--- config.mk ---
export PLATFORM = sky130hd
export DESIGN_NAME = cfg_shadow_monitor
export DESIGN_NICKNAME = d
export VERILOG_FILES = /design/src/rtl/cfgmon_pkg.sv /design/src/rtl/cfgmon_bank.sv /design/src/rtl/cfgmon_cmp.sv /design/src/rtl/cfgmon_seq.sv /design/src/rtl/cfgmon_stat.sv /design/src/rtl/cfg_shadow_monitor.sv
export SDC_FILE = /design/constraint.sdc
export NUM_CORES = 1
export LEC_CHECK = 0
export CORE_ASPECT_RATIO = 0.6
export CORE_UTILIZATION = 60
export CTS_BUF_LIST = sky130_fd_sc_hd__clkbuf_4 sky130_fd_sc_hd__clkbuf_8
export CTS_CLUSTER_SIZE = 20
export DETAILED_ROUTE_END_ITERATION = 7
export DONT_BUFFER_PORTS = 1
export HOLD_SLACK_MARGIN = 0.06
export PLACE_DENSITY = 0.84
export SYNTH_ARGS = -nofsm -noshare
export SYNTH_HDL_FRONTEND = slang
export SYNTH_SLANG_ARGS = --single-unit
--- constraint.sdc ---
create_clock -name clk -period 1.52 [get_ports clk]
set_input_delay 0 -clock clk [delete_from_list [all_inputs] [get_ports clk]]
set_output_delay 0 -clock clk [all_outputs]
set_load 0.01 [all_outputs]
--- src/rtl/cfgmon_pkg.sv ---
package cfgmon_pkg;

  localparam int STAT_W      = 8;
  localparam int STAT_MM_BIT = 5;

  typedef enum logic [0:0] {
    SEQ_LOAD = 1'b0,
    SEQ_RUN  = 1'b1
  } seq_state_e;

endpackage

--- src/rtl/cfgmon_bank.sv ---
// One bank of configuration words: reload write port plus single-bit fault flip.
module cfgmon_bank #(
  parameter int N_WORDS = 4,
  parameter int WORD_W  = 8,
  parameter bit INVERT  = 1'b0,
  localparam int IDX_W  = (N_WORDS > 1) ? $clog2(N_WORDS) : 1,
  localparam int BIT_W  = (WORD_W > 1) ? $clog2(WORD_W) : 1
) (
  input  logic                        clk,
  input  logic                        rst,
  input  logic                        ld_en,
  input  logic [IDX_W-1:0]            ld_idx,
  input  logic [WORD_W-1:0]           ld_data,
  input  logic                        inj_en,
  input  logic [IDX_W-1:0]            inj_idx,
  input  logic [BIT_W-1:0]            inj_bit,
  output logic [N_WORDS*WORD_W-1:0]   words_o
);

  localparam logic [WORD_W-1:0] RST_WORD = INVERT ? {WORD_W{1'b1}} : {WORD_W{1'b0}};

  logic [WORD_W-1:0] store_val;
  logic [WORD_W-1:0] flip_mask;

  // The guard bank stores the complement of the fetched word.
  assign store_val = INVERT ? ~ld_data : ld_data;
  assign flip_mask = WORD_W'(1) << inj_bit;

  for (genvar g = 0; g < N_WORDS; g++) begin : g_word
    logic [WORD_W-1:0] word_q;

    always_ff @(posedge clk) begin
      if (rst) begin
        word_q <= RST_WORD;
      end else if (ld_en && (ld_idx == IDX_W'(g))) begin
        word_q <= store_val;
      end else if (inj_en && (inj_idx == IDX_W'(g))) begin
        word_q <= word_q ^ flip_mask;
      end
    end

    assign words_o[g*WORD_W +: WORD_W] = word_q;
  end

endmodule

--- src/rtl/cfgmon_cmp.sv ---
// Parallel complement check across all word pairs, registered pulse out.
module cfgmon_cmp #(
  parameter int N_WORDS = 4,
  parameter int WORD_W  = 8
) (
  input  logic                        clk,
  input  logic                        rst,
  input  logic                        arm,
  input  logic [N_WORDS*WORD_W-1:0]   pri_words,
  input  logic [N_WORDS*WORD_W-1:0]   grd_words,
  output logic                        mm_q
);

  logic [N_WORDS-1:0] word_bad;

  for (genvar g = 0; g < N_WORDS; g++) begin : g_pair
    logic [WORD_W-1:0] pair_x;
    assign pair_x      = pri_words[g*WORD_W +: WORD_W] ^ grd_words[g*WORD_W +: WORD_W];
    assign word_bad[g] = (pair_x != {WORD_W{1'b1}});
  end

  always_ff @(posedge clk) begin
    if (rst) begin
      mm_q <= 1'b0;
    end else begin
      mm_q <= arm & (|word_bad);
    end
  end

endmodule

--- src/rtl/cfgmon_seq.sv ---
// Reload sequencer: walks word indices, holds system reset, arms the compare.
module cfgmon_seq
  import cfgmon_pkg::*;
#(
  parameter int N_WORDS = 4,
  localparam int IDX_W  = (N_WORDS > 1) ? $clog2(N_WORDS) : 1
) (
  input  logic             clk,
  input  logic             rst,
  input  logic             ext_rst_i,
  input  logic             mm_i,
  output logic             ld_en,
  output logic [IDX_W-1:0] ld_idx,
  output logic             arm,
  output logic             sys_rst_o
);

  localparam logic [IDX_W-1:0] LAST_IDX = IDX_W'(N_WORDS - 1);

  seq_state_e       state_q, state_n;
  logic [IDX_W-1:0] idx_q, idx_n;
  logic             sys_rst_q;

  always_comb begin
    state_n = state_q;
    idx_n   = idx_q;
    if (ext_rst_i || (state_q == SEQ_RUN && mm_i)) begin
      state_n = SEQ_LOAD;
      idx_n   = '0;
    end else if (state_q == SEQ_LOAD) begin
      if (idx_q == LAST_IDX) begin
        state_n = SEQ_RUN;
        idx_n   = '0;
      end else begin
        idx_n = idx_q + IDX_W'(1);
      end
    end
  end

  always_ff @(posedge clk) begin
    if (rst) begin
      state_q   <= SEQ_LOAD;
      idx_q     <= '0;
      sys_rst_q <= 1'b1;
    end else begin
      state_q   <= state_n;
      idx_q     <= idx_n;
      sys_rst_q <= (state_n == SEQ_LOAD);
    end
  end

  assign ld_en     = (state_q == SEQ_LOAD);
  assign ld_idx    = idx_q;
  // Re-arm only once every pair is written; hold off while a pulse or request is in flight.
  assign arm       = (state_q == SEQ_RUN) && !mm_i && !ext_rst_i;
  assign sys_rst_o = sys_rst_q;

endmodule

--- src/rtl/cfgmon_stat.sv ---
// Sticky reset-cause register; only the mismatch flag is implemented.
module cfgmon_stat
  import cfgmon_pkg::*;
(
  input  logic              clk,
  input  logic              rst,
  input  logic              mm_i,
  input  logic              we_i,
  input  logic              wbit_i,
  output logic [STAT_W-1:0] stat_o
);

  logic flag_q;

  always_ff @(posedge clk) begin
    if (rst) begin
      flag_q <= 1'b1;
    end else if (mm_i) begin
      flag_q <= 1'b0;
    end else if (we_i) begin
      flag_q <= wbit_i;
    end
  end

  always_comb begin
    stat_o              = '0;
    stat_o[STAT_MM_BIT] = flag_q;
  end

endmodule

--- src/rtl/cfg_shadow_monitor.sv ---
module cfg_shadow_monitor
  import cfgmon_pkg::*;
#(
  parameter int N_WORDS = 4,
  parameter int WORD_W  = 8,
  localparam int IDX_W  = (N_WORDS > 1) ? $clog2(N_WORDS) : 1,
  localparam int BIT_W  = (WORD_W > 1) ? $clog2(WORD_W) : 1
) (
  input  logic                      clk,
  input  logic                      rst,
  input  logic                      ext_rst_i,
  output logic [IDX_W-1:0]          nv_idx_o,
  input  logic [WORD_W-1:0]         nv_data_i,
  input  logic                      inj_en_i,
  input  logic                      inj_shadow_i,
  input  logic [IDX_W-1:0]          inj_idx_i,
  input  logic [BIT_W-1:0]          inj_bit_i,
  input  logic                      stat_we_i,
  input  logic                      stat_wbit_i,
  output logic [N_WORDS*WORD_W-1:0] cfg_o,
  output logic                      mm_rst_o,
  output logic                      sys_rst_o,
  output logic [STAT_W-1:0]         stat_o
);

  logic                      ld_en;
  logic [IDX_W-1:0]          ld_idx;
  logic                      arm;
  logic                      mm_q;
  logic [N_WORDS*WORD_W-1:0] pri_words;
  logic [N_WORDS*WORD_W-1:0] grd_words;

  cfgmon_seq #(.N_WORDS(N_WORDS)) u_seq (
    .clk       (clk),
    .rst       (rst),
    .ext_rst_i (ext_rst_i),
    .mm_i      (mm_q),
    .ld_en     (ld_en),
    .ld_idx    (ld_idx),
    .arm       (arm),
    .sys_rst_o (sys_rst_o)
  );

  cfgmon_bank #(.N_WORDS(N_WORDS), .WORD_W(WORD_W), .INVERT(1'b0)) u_pri (
    .clk     (clk),
    .rst     (rst),
    .ld_en   (ld_en),
    .ld_idx  (ld_idx),
    .ld_data (nv_data_i),
    .inj_en  (inj_en_i & ~inj_shadow_i),
    .inj_idx (inj_idx_i),
    .inj_bit (inj_bit_i),
    .words_o (pri_words)
  );

  cfgmon_bank #(.N_WORDS(N_WORDS), .WORD_W(WORD_W), .INVERT(1'b1)) u_grd (
    .clk     (clk),
    .rst     (rst),
    .ld_en   (ld_en),
    .ld_idx  (ld_idx),
    .ld_data (nv_data_i),
    .inj_en  (inj_en_i & inj_shadow_i),
    .inj_idx (inj_idx_i),
    .inj_bit (inj_bit_i),
    .words_o (grd_words)
  );

  cfgmon_cmp #(.N_WORDS(N_WORDS), .WORD_W(WORD_W)) u_cmp (
    .clk       (clk),
    .rst       (rst),
    .arm       (arm),
    .pri_words (pri_words),
    .grd_words (grd_words),
    .mm_q      (mm_q)
  );

  cfgmon_stat u_stat (
    .clk    (clk),
    .rst    (rst),
    .mm_i   (mm_q),
    .we_i   (stat_we_i),
    .wbit_i (stat_wbit_i),
    .stat_o (stat_o)
  );

  assign nv_idx_o = ld_idx;
  assign cfg_o    = pri_words;
  assign mm_rst_o = mm_q;

endmodule

==> impl_metrics.tcl <==
set metrics [dict create \
    yosysMostFrequentCell "dfxtp_1" \
    cts_tree "yes" \
    chipHeight_um 65.5 \
    drt_first_pass_iters 8 \
    num_rows 22 \
    track_usage 0.423 \
    cap_violations 0 \
    timing.final.ws_setup_ps -145 \
    dpl_cell_area_um2 4380 \
    fin_worst_skew_ps 14.6 \
    clockRootBuffer "clkbuf_8" \
    worst_pin_slew_ps 743 \
    die_area_um2 7070 \
    num_vias 4436 \
    timing.rr.start "u_seq.ld_idx[1]" \
    crit_required_ps 1780 \
    startpoint_type "register" \
    numPortBuffers 0 \
    setup_viol 4 \
    fp.coreArea_um2 6300 \
    min-delay-start "inj_bit_i[2]" \
    place.gp.congestion 0.962 \
    hold_violations 0 \
    syn_inst 524 \
    clockBufferDepth 2 \
    muxShareOfSynthArea 0.00248 \
    postRouteAntennaNets 0 \
    hp-class "in2reg" \
    critPathMaxFanout 24 \
    avgSynthCellArea_um2 7.70 \
    drive_above_1_share 0.149 \
    grt_pass1_vias 4054 \
    maxSlewHeadroom 0.504 \
    fin_crit_sh 1.10 \
    yosys.area_share.simple 0.308 \
    final_nets 584 \
    drc 1 \
    clkLatencyLatePin_ps 380 \
    antenna_found_initial 1 \
    grt_max_degree 69 \
    reg2reg_to "u_pri.g_word[0].word_q[4]" \
    dpl.hpwl_mm 9.05 \
    cts_num_sinks 70 \
    grt_pass1_wl_mm 21.7 \
    htree_levels 3 \
    syn_to_final_growth_pct 20.7 \
    ioPinCount 64 \
    ff2ff_setup_slack_ps -150 \
    chipWidth_um 108 \
    status "complete, but fails checks" \
    end_kind "register" \
    wl_per_cell_um 22.4 \
    finalPower_mw 4.29 \
    synth_top_family_by_area "simple AND/OR/NAND/NOR gates" \
    cts_buffers 9 \
    synth_top_area_share 0.347 \
    rsz0062_at_grt "yes" \
    routed_wirelength_mm 14.6 \
    synth_flop_cell "dfxtp_1" \
    synthArstFlopShare 0 \
    synth_warnings 0 \
    grt_overflow 0 \
    synth_top_area_cell "dfxtp_1" \
    drtIter0Drc 781 \
    synth_enable_flop_cells 0 \
    synth_seq_cells 70 \
    netlist_area_um2 4040 \
    slew_viol_final 0 \
    vdd_ir_drop_max_mv 0.791 \
    synth_compound_area_frac 0.182 \
    hold_end "u_pri.g_word[1].word_q[1]" \
    hold-worst-slack_ps 101 \
    start_util 0.640 \
    synth_adder_area_share 0.0124 \
    worstPathArrival_ps 1920 \
    yosysSeqAreaShare 0.347 \
    synth_area_leaders "dfxtp_1 (35%), xor2_1 (8.7%), a21o_1 (6.1%)" \
    dpl_worst_slack_ps -61.0 \
    worst_r2r_path_depth 7 \
    hold_depth 4 \
    violations "DRC, setup timing" \
    path_clk_slew_ps 80 \
    synthTopCellsByCount "dfxtp_1 (70), nand2_1 (59), xor2_1 (40)" \
    synth_cell_types 36 \
    path_class "reg2reg" \
    avgViaCountPerCell 6.79 \
    leakage_nw 1.88 \
    powerDensity_nw_per_um2 881 \
    max_freq_ghz 0.601 \
    finalCriticalPeriod_ps 1670 \
    design_area_um2 4870 \
    synth-xor-area-share 0.0868 \
]
## metal layers
metal,GRT usage,up-vias,wire [um]
li1,-,1921,-
met1,0.531,2026,5270
met2,0.645,385,6200
met3,0.147,104,2380
met4,0.214,0,775
met5,0,-,0
## flip-flops by register name, summed over array words and instances, names as in the netlist
register,count
u_seq.state_q,1
u_pri.g_word.word_q,32
u_grd.g_word.word_q,32
u_seq.ld_idx,2
u_cmp.mm_q,1
u_stat.flag_q,1
u_seq.sys_rst_o,1
## cells by family (layout without fill, tap and decap cells)
| family | count (synthesis) | count (layout) |
|---|---|---|
| muxes | 1 | 1 |
| and+or+nand+nor | 235 | 235 |
| AOI/OAI and AO/OA | 120 | 120 |
| adders and majority gates | 4 | 4 |
| buffers and inverters | 53 | 88 |
| DFF | 70 | 70 |
| other | 1 | 11 |
| xor gates and xnor gates | 40 | 40 |
## final cells by class
cell class | count | area [um^2]
well taps | 84 | 105
multi-input cells | 407 | 2510
diodes | 4 | 10.0
clock inverters | 1 | 5.00
repair buffers | 68 | 627
inverters | 4 | 20.0
flip-flops and latches | 70 | 1410
fillers | 453 | 1430
clock buffers | 15 | 181
## repair_timing
| item | 4_1_cts | 5_1_grt |
|---|---|---|
| endpoints found under the hold margin | 70 | 0 |
| hold buffers | 18 | 0 |
| buffers inserted | 0 | 2 |
| gates resized for setup | 0 | 19 |
| pin swaps | 1 | 6 |
| setup endpoints to repair | 8 | 29 |
## per-stage QoR
| step | util | cells | TNS (ps) |
|---|---|---|---|
| 5_1_grt | 0.772 | 650 | -881 |
| 2_1_floorplan | - | 530 | -130 |
| 6_report | 0.773 | 653 | -186 |
| 3_5_place_dp | 0.694 | 614 | -380 |
| 3_3_place_gp | 0.694 | 614 | 0 |
| 4_1_cts | 0.755 | 648 | 0 |
## worst max-delay path by stage
stage / startpoint / end / slack [ps] / cells past startpoint
2_1_floorplan: u_seq.ld_idx[1] / u_pri.g_word[0].word_q[5] / -20 / 7
3_3_place_gp: u_seq.ld_idx[1] / u_pri.g_word[0].word_q[4] / 3 / 6
3_5_place_dp: u_seq.ld_idx[1] / u_pri.g_word[0].word_q[6] / -60 / 6
4_1_cts: u_seq.ld_idx[1] / u_pri.g_word[0].word_q[6] / 30 / 6
5_1_grt: u_seq.ld_idx[1] / u_pri.g_word[0].word_q[4] / -200 / 7
6_report: u_seq.ld_idx[1] / u_pri.g_word[0].word_q[4] / -150 / 7
## critical path, cell delays in order (launching register included)
cell      delay (ps)
dfxtp_4          380
inv_4             80
ha_4             140
nand2b_1         160
buf_12           220
nand2_1           80
a21oi_1           90
nor4_1           390
## layout by cell type (no fill, tap or decap), types with 7 or more instances in the layout
master         Yosys  layout
nand4_1            9       9
clkbuf_8           0      11
o21ai_1           14      14
and3_1            17      16
a211oi_1           8       8
xor2_1            40      40
dlygate4sd3_1      0      17
conb_1             1       7
nand2_1           59      59
nand3_1           33      33
nor2_1            26      26
or3_1             33      33
nor3_1            14      13
nor4_1            18      15
o21a_1             8       8
dfxtp_1           70      67
a21oi_1           27      27
a21o_1            33      33
buf_4              8      45
o21ai_0           28      28
## where the power goes
| group | leakage (nW) | internal, mW | switching [mW] |
|---|---|---|---|
| Clock | 0.101 | 0.754 | 0.742 |
| Combinational | 1.20 | 0.311 | 0.475 |
| Sequential | 0.574 | 1.92 | 0.0901 |
| Total | 1.88 | 2.98 | 1.31 |
Note: power is estimated with default switching activity, not from simulation.
